==> src/rtl/nrm_pkg.sv <==
package nrm_pkg;

    // Reciprocal of the largest total that falls on an index, floored.
    // Indices without a leading one in the top bit are never used and read zero.
    function automatic int recip_entry(input int idx, input int idx_w, input int k);
        if (idx < (1 << (idx_w - 1))) begin
            return 0;
        end
        return (1 << k) / (idx + 1);
    endfunction

endpackage

==> src/rtl/nrm_lead_window.sv <==
module nrm_lead_window #(
    parameter int SUM_W = 18,
    parameter int IDX_W = 6,
    localparam int POS_W = $clog2(SUM_W)
) (
    input  logic [SUM_W-1:0] sum,
    output logic [POS_W-1:0] pos,
    output logic [IDX_W-1:0] idx,
    output logic             zero
);
    logic [SUM_W-1:0] aligned;

    always_comb begin
        pos = '0;
        for (int i = 0; i < SUM_W; i++) begin
            if (sum[i]) begin
                pos = POS_W'(i);
            end
        end
        zero    = (sum == '0);
        aligned = sum << (POS_W'(SUM_W - 1) - pos);
        idx     = aligned[SUM_W-1 -: IDX_W];
    end
endmodule

==> src/rtl/nrm_recip_rom.sv <==
module nrm_recip_rom #(
    parameter int IDX_W = 6,
    parameter int RCP_W = 8,
    localparam int K = RCP_W + IDX_W - 1,
    localparam int DEPTH = 1 << IDX_W
) (
    input  logic [IDX_W-1:0] idx,
    output logic [RCP_W-1:0] rcp
);
    logic [RCP_W-1:0] table_q [DEPTH];

    for (genvar g = 0; g < DEPTH; g++) begin : g_entry
        assign table_q[g] = RCP_W'(nrm_pkg::recip_entry(g, IDX_W, K));
    end

    assign rcp = table_q[idx];
endmodule

==> src/rtl/nrm_lane_scale.sv <==
module nrm_lane_scale #(
    parameter int PROD_W = 24,
    parameter int OUT_W  = 16,
    parameter int LSH0   = 8,
    parameter int POS_W  = 5,
    localparam int WIDE_W = PROD_W + LSH0
) (
    input  logic [PROD_W-1:0] prod,
    input  logic [POS_W-1:0]  pos,
    input  logic              zero,
    output logic [OUT_W-1:0]  frac
);
    logic [WIDE_W-1:0] wide;

    always_comb begin
        wide = WIDE_W'(prod) << LSH0;
        wide = wide >> pos;
        frac = zero ? '0 : wide[OUT_W-1:0];
    end
endmodule

==> src/rtl/recip_normalizer.sv <==
module recip_normalizer #(
    parameter int LANES  = 4,
    parameter int DATA_W = 16,
    parameter int IDX_W  = 6,
    parameter int RCP_W  = 8
) (
    input  logic                    clk,
    input  logic                    rst,
    input  logic                    in_valid,
    input  logic [LANES*DATA_W-1:0] in_data,
    output logic                    out_valid,
    output logic [LANES*DATA_W-1:0] out_frac
);
    localparam int SUM_W  = DATA_W + $clog2(LANES);
    localparam int POS_W  = $clog2(SUM_W);
    localparam int K      = RCP_W + IDX_W - 1;
    localparam int LSH0   = DATA_W + IDX_W - 1 - K;
    localparam int PROD_W = DATA_W + RCP_W;

    typedef struct packed {
        logic                          valid;
        logic [LANES-1:0][DATA_W-1:0]  x;
        logic [SUM_W-1:0]              sum;
    } st_sum_t;

    typedef struct packed {
        logic                          valid;
        logic [LANES-1:0][DATA_W-1:0]  x;
        logic [RCP_W-1:0]              rcp;
        logic [POS_W-1:0]              pos;
        logic                          zero;
    } st_lut_t;

    typedef struct packed {
        logic                          valid;
        logic [LANES-1:0][PROD_W-1:0]  prod;
        logic [POS_W-1:0]              pos;
        logic                          zero;
    } st_mul_t;

    typedef struct packed {
        logic                          valid;
        logic [LANES-1:0][DATA_W-1:0]  frac;
    } st_out_t;

    typedef struct packed {
        st_sum_t s1;
        st_lut_t s2;
        st_mul_t s3;
        st_out_t s4;
    } pipe_t;

    pipe_t pipe_d, pipe_q;

    logic [POS_W-1:0]             lw_pos;
    logic [IDX_W-1:0]             lw_idx;
    logic                         lw_zero;
    logic [RCP_W-1:0]             rom_rcp;
    logic [LANES-1:0][DATA_W-1:0] lane_frac;

    nrm_lead_window #(.SUM_W(SUM_W), .IDX_W(IDX_W)) u_window (
        .sum  (pipe_q.s1.sum),
        .pos  (lw_pos),
        .idx  (lw_idx),
        .zero (lw_zero)
    );

    nrm_recip_rom #(.IDX_W(IDX_W), .RCP_W(RCP_W)) u_rom (
        .idx (lw_idx),
        .rcp (rom_rcp)
    );

    for (genvar l = 0; l < LANES; l++) begin : g_lane
        nrm_lane_scale #(
            .PROD_W (PROD_W),
            .OUT_W  (DATA_W),
            .LSH0   (LSH0),
            .POS_W  (POS_W)
        ) u_scale (
            .prod (pipe_q.s3.prod[l]),
            .pos  (pipe_q.s3.pos),
            .zero (pipe_q.s3.zero),
            .frac (lane_frac[l])
        );
    end

    always_comb begin
        pipe_d = pipe_q;

        // stage 1: capture lanes and form the wide total
        pipe_d.s1.valid = in_valid;
        pipe_d.s1.sum   = '0;
        for (int l = 0; l < LANES; l++) begin
            pipe_d.s1.x[l] = in_data[l*DATA_W +: DATA_W];
            pipe_d.s1.sum  = pipe_d.s1.sum + SUM_W'(in_data[l*DATA_W +: DATA_W]);
        end

        // stage 2: leading one and reciprocal lookup
        pipe_d.s2.valid = pipe_q.s1.valid;
        pipe_d.s2.x     = pipe_q.s1.x;
        pipe_d.s2.rcp   = rom_rcp;
        pipe_d.s2.pos   = lw_pos;
        pipe_d.s2.zero  = lw_zero;

        // stage 3: one multiply per lane
        pipe_d.s3.valid = pipe_q.s2.valid;
        pipe_d.s3.pos   = pipe_q.s2.pos;
        pipe_d.s3.zero  = pipe_q.s2.zero;
        for (int l = 0; l < LANES; l++) begin
            pipe_d.s3.prod[l] = PROD_W'(pipe_q.s2.x[l]) * PROD_W'(pipe_q.s2.rcp);
        end

        // stage 4: remove the scale
        pipe_d.s4.valid = pipe_q.s3.valid;
        pipe_d.s4.frac  = lane_frac;
    end

    always_ff @(posedge clk) begin
        if (rst) begin
            pipe_q <= '0;
        end else begin
            pipe_q <= pipe_d;
        end
    end

    assign out_valid = pipe_q.s4.valid;
    assign out_frac  = pipe_q.s4.frac;
endmodule

==> config.mk <==
export PLATFORM = sky130hd
export DESIGN_NAME = recip_normalizer
export DESIGN_NICKNAME = d
export VERILOG_FILES = /design/src/rtl/nrm_pkg.sv /design/src/rtl/nrm_lead_window.sv /design/src/rtl/nrm_recip_rom.sv /design/src/rtl/nrm_lane_scale.sv /design/src/rtl/recip_normalizer.sv
export SDC_FILE = /design/constraint.sdc
export NUM_CORES = 2
export LEC_CHECK = 0
export ABC_AREA = 1
export CAP_MARGIN = 20
export CELL_PAD_IN_SITES_DETAIL_PLACEMENT = 1
export CELL_PAD_IN_SITES_GLOBAL_PLACEMENT = 1
export CORE_UTILIZATION = 49
export CTS_CLUSTER_DIAMETER = 40
export DETAILED_ROUTE_END_ITERATION = 8
export GPL_TIMING_DRIVEN = 0
export PLACE_DENSITY = 0.95
export RECOVER_POWER = 100
export SLEW_MARGIN = 20
export SYNTH_ARGS = -nofsm -noshare
export SYNTH_HDL_FRONTEND = slang
export SYNTH_HIERARCHICAL = 1
export SYNTH_SLANG_ARGS = --single-unit
==> constraint.sdc <==
create_clock -name clk -period 8.5 [get_ports clk]
set_input_delay 0.85 -clock clk [delete_from_list [all_inputs] [get_ports clk]]
set_output_delay 0.85 -clock clk [all_outputs]
set_load 0.1 [all_outputs]
* After elaboration in Yosys (flattened, before gate mapping)
Memory sizes are Yosys's and may differ from the RTL's. A register that Yosys moved wholly into a read port is not among the register bits. Cells that the tools add are included.
Operators by class: add/subtract/negate cells 4, multipliers 4, shift-type cells 5, muxes and demuxes 17, bitwise gates (word level) 1, reduce and logical (&&, ||, !) cells 2
Operators by type and width (count):
- 32-bit by 5-bit right shift with 16-bit output | 4
- 16-bit by 8-bit multiplier with 24-bit output | 4
- 4-bit two-way mux | 8
- 17-bit by 16-bit adder with 18-bit output | 1
- 18-bit by 16-bit adder with 18-bit output | 1
- 18-bit zero test | 1
- 18-bit by 5-bit left shift with 18-bit output | 1
- 16-bit by 16-bit adder with 17-bit output | 1
- 3-bit two-way mux | 4
- 5-bit two-way mux | 2
- 6-bit NOT with 7-bit output | 1
- 5-bit subtractor, first input constant | 1
- 2-bit two-way mux | 2
- 2-bit OR reduction | 1
- 1-bit two-way mux | 1
Storage, ports and cells: register bits 322, memory bits (read-only) 512, input bits 67, output and inout bits 65, word-level logic and storage cells 59, memories 1
Memory list:
- (no name shown) | depth 64, bits a word 8, rd ports 1, clocked after Yosys merged registers in 1, write ports 0, line nrm_recip_rom.sv:16 | assign rcp = table_q[idx];

* Logic depth before layout (Yosys ltp)
depth after elaboration 20, gate-level depth with buffers 32, depth with buffers taken out 32

* Cells and area by module
Netlist, hierarchy kept.
By module, submodules not included:
- recip_normalizer | instances 1, cells an instance 4055, area each 29306.9 µm², sequential area each 6606.3 µm²
- nrm_lane_scale | instances 4, cells an instance 314, area each 1433.9 µm², sequential area each 0.0 µm²
- nrm_lead_window | instances 1, cells an instance 200, area each 937.1 µm², sequential area each 0.0 µm²
- nrm_recip_rom | instances 1, cells an instance 71, area each 395.4 µm², sequential area each 0.0 µm²

* Worst setup path after synthesis
OpenSTA, ideal clock, no wires.
kind register to register, start register, netlist name pipe_q[176], end register pipe_q[89] (netlist bit), setup time 115 ps, arrival time 4006 ps, data required time 8385 ps, path slack 4379 ps, stages on the path, launching flop included 19, path buffers 2, clock period less this slack 4121 ps, cells stage by stage dfxtp_1 clkbuf_1 buf_1 nand2_1 fa_1 fa_1 inv_1 fa_1 inv_1 fa_1 inv_1 ha_1 nand2_1 nor2_1 inv_1 nor3_1 nand2_1 a21oi_1 nor2_1
On the way: word-level cells in the longest chain between the ends 1
Ends and longest elaborated chain:
- 16-bit by 8-bit multiplier with 24-bit output | line recip_normalizer.sv:110 | pipe_d.s3.prod[l] = PROD_W'(pipe_q.s2.x[l]) * PROD_W'(pipe_q.s2.rcp);
- end signal: assignment | line recip_normalizer.sv:122 | pipe_q <= pipe_d;
- end: declaration | line recip_normalizer.sv:53 | pipe_t pipe_d, pipe_q;
No other way between the ends. A chain may end at the register's enable or synchronous reset.

* Worst setup path after layout
start register, netlist name pipe_q[178], end register pipe_q[164] (netlist bit)
On the way: word-level cells in the longest chain between the ends 1
Ends and longest elaborated chain (line):
- 16-bit by 8-bit multiplier with 24-bit output | recip_normalizer.sv:110
No other way between the ends.

==> results.md <==
- Tmin final: 6.800 ns
- WHS: 0.4172 ns
- Hold_buf cts: 0
- PwrDens: 234.1 nW/um^2
- Slew headroom: -4.982%
- Most frequent cells in the layout: nand2_1 (1,606), inv_1 (1,315), nand3_1 (569), nor2_1 (494), fa_1 (368)
- CTS tree: done
- Flops & latches, synth: 330
- Die Width: 274.5 um
- CTS Buf Count: 57
- Req. time, crit path: 9.08 ns
- Reg2reg end: pipe_q[164]
- Area Overhead vs Synth: 12.06%
- Buffer and inverter count on the worst path: 6
- Synth Flop Type: dfxtp_1
- Worst path cell trace: clkbuf_1 -> clkbuf_1 -> nand2_1 -> fa_1 -> inv_1 -> fa_1 -> inv_1 -> fa_1 -> fa_1 -> inv_1 -> ha_1 -> nand2_1 -> inv_1 -> nand2_1 -> nor3_1 -> nand2_1 -> nand3_1 -> nand2_1 -> nor2_1
- IO Pins: 132
- Post-synthesis cell type count: 45
- Min-delay worst type: reg2reg
- Outcome: complete, but fails checks
- Placed Cells: 6,674
- Hold Path Sink: pipe_q[236]
- EDFF count, synth: 0
- Clock skew: 0.04847 ns
- Post-CTS Setup Inserts: 0
- Hold path cells: 2
- Util after Layout: 55.68%
- FFs w/ async S/R, synth: 0%
- Via/cell ratio: 5.955
- Fin crit share: 80.00%
- Detail Route Antenna Nets: 0
- Slew @ Worst Pin: 1.575 ns
- Clk buf depth: 3
- Worst R2R Path Depth: 19
- Clk_lat worst skew: 0.70 ns
- Gpl congestion: 0.9551
- Max-slew violations: 11
- Slowest library cell on the worst path: clkbuf_1
- Commonest non-fill, non-tap cell in the layout: nand2_1
- Average wire per standard cell: 26.32 um
- Layout cells sized above 1: 7.147%
- Core Footprint: 73,210 sq um
- Clock sinks: 330
- Port-buffer cells: 130
- Design Power: 0.009541 W
- RSZ-0062 raised after global routing: no
- Hold_sp: pipe_d[236]
- Fin cells: 6,793
- CP endpoint kind: register
- R2r startpoint: pipe_q[178]
- Drt first-iter violations: 4,765
- Crit Path Class: reg2reg
- DR pass1 iterations: 9
- Rows: 99
- Post-synthesis instance total: 5,582
- Post-synth net total: 6,218
- Drt total wl: 178,800 um
- Hold Violations, Final: 0
- Violated checks: DRC, capacitance limit, slew limit
- Drt drc: 16
- R2R Setup Slk: 1.70 ns
- Synth warn: 6
- Max cap viols: 1
- Final setup fails: 0
- P_leak: 24.80 nW
- Register area share after synthesis: 18.16%
- Via count: 40,450
- CP top delay family: adder cells
- H-tree Lvls: 2
- First-pass GRT wire length: 267,100 um
- HPWL after DPL: 117,300 um
- Grt total ovfl: 0
- Largest fanout on the critical path: 10
- Largest net degree at the start of global routing: 29
- Reg clk slew, reported paths: 0.06 ns
- Post-synthesis cell area: 36,370 sq um
- Number of antenna violations at the first check in global routing: 22
- Crit path DAT: 7.38 ns
- Vias in the first global route: 44,170
- CP peak stage delay: 0.98 ns
- Most common cell on crit path: nand2_1
- Final nets: 6,411
- Post-cts resize count: 0
- CTS root buffer: clkbuf_16
- Fmax: 0.1471 GHz
- Initial cell density of the core: 49.69%
- VDD IR-drop max: 0.5648 mV
- Fin Setup TNS: 0 ns
- Die area: 75,330 sq um
- Syn Area/Cell: 6.516 sq um
- Die H: 274.5 um
- Startpoint types: register
- GRT Total Usage: 48.12%
## final cells by class
cell class / count / area, sq um
Clock buffer: 63 / 1489
Tap cell: 959 / 1200
Buffer: 294 / 1672
Antenna cell: 13 / 32.53
Inverter: 1347 / 5077
Fill cell: 9983 / 32440
Clock inverter: 42 / 479.2
Timing Repair Buffer: 134 / 1376
Sequential cell: 330 / 6611
Multi-Input combinational cell: 3611 / 22830
## kinds of logic (layout without fill, tap and decap cells)
| group | Yosys count | count (layout) | synth area share (%) |
|---|---|---|---|
| AO/OA/AOI/OAI | 220 | 220 | 3.306 |
| buffers and inverters | 1641 | 1880 | 18.84 |
| adder cells (fa/ha/maj) | 569 | 569 | 27.17 |
| XOR/XNOR | 10 | 10 | 0.2614 |
| other | 0 | 13 | 0 |
| flip-flops | 330 | 330 | 18.16 |
| AND/OR/NAND/NOR | 2812 | 2812 | 32.26 |
## layer usage
metal / GRT usage, % / vias to the layer above / share of wire [%]
met5: 1.284 / - / 0.16
met4: 43.80 / 26 / 11
met3: 22.02 / 1413 / 12
met2: 74.37 / 2956 / 44
met1: 48.37 / 19330 / 32
li1: - / 16730 / -
## synthesized netlist by cell type, types with 5 or more instances
library cell / instances / area share, %
a21oi_2: 6 / 0.14
o21bai_1: 18 / 0.37
buf_2: 43 / 0.59
nand2_1: 1599 / 17
buf_6: 15 / 0.46
xor2_1: 5 / 0.12
inv_2: 14 / 0.14
nand3_2: 12 / 0.33
o21ai_0: 46 / 0.63
nand2_2: 58 / 1.0
buf_8: 8 / 0.33
buf_4: 86 / 1.8
nor2_2: 22 / 0.38
clkbuf_2: 59 / 0.81
nand3b_1: 9 / 0.19
nand4_1: 23 / 0.40
clkinv_1: 10 / 0.10
nor3_1: 21 / 0.29
clkbuf_1: 64 / 0.66
dfxtp_1: 330 / 18
fa_1: 368 / 20
inv_1: 1315 / 14
nor2_1: 492 / 5.1
ha_1: 201 / 6.9
a21oi_1: 137 / 1.9
buf_1: 19 / 0.20
and2_4: 6 / 0.14
nand3_1: 558 / 7.7
## report_power, final
group / internal, W / switching (W)
sequential: 0.00173 / 0.000136
combinational: 0.00149 / 0.00376
clock: 0.00144 / 0.000980
total: 0.00466 / 0.00488
## flip-flops by register name, summed over array words and instances, names as in the netlist
name and flops:
out_frac 64, pipe_q 192, out_valid 1, pipe_d 73
## tightest hold or removal path: stages (launching register included)
cell	delay, ns
dfxtp_1	0.30
inv_1	0.04
nor2_1	0.03
## how the worst max path moves through the flow
stage,from,endpoint,slack [ns],cells past startpoint
after CTS,pipe_q[176],pipe_q[164],2.27,19
after global routing,pipe_q[178],pipe_q[164],1.93,19
final,pipe_q[178],pipe_q[164],1.70,19
after global placement,pipe_q[177],pipe_q[166],3.03,19
after floorplan,pipe_q[176],pipe_q[89],4.38,18
after detailed placement,pipe_q[177],pipe_q[166],2.59,19
## stage by stage
| stage | cell area [sq um] | worst slack [ns] |
|---|---|---|
| floorplan | 36370 | 4.379 |
| global placement | 38880 | 3.031 |
| detailed placement | 38940 | 2.593 |
| CTS | 40910 | 2.271 |
| global route | 40730 | 1.932 |
| finish | 40760 | 1.700 |
Note: power is estimated with default switching activity, not from simulation.
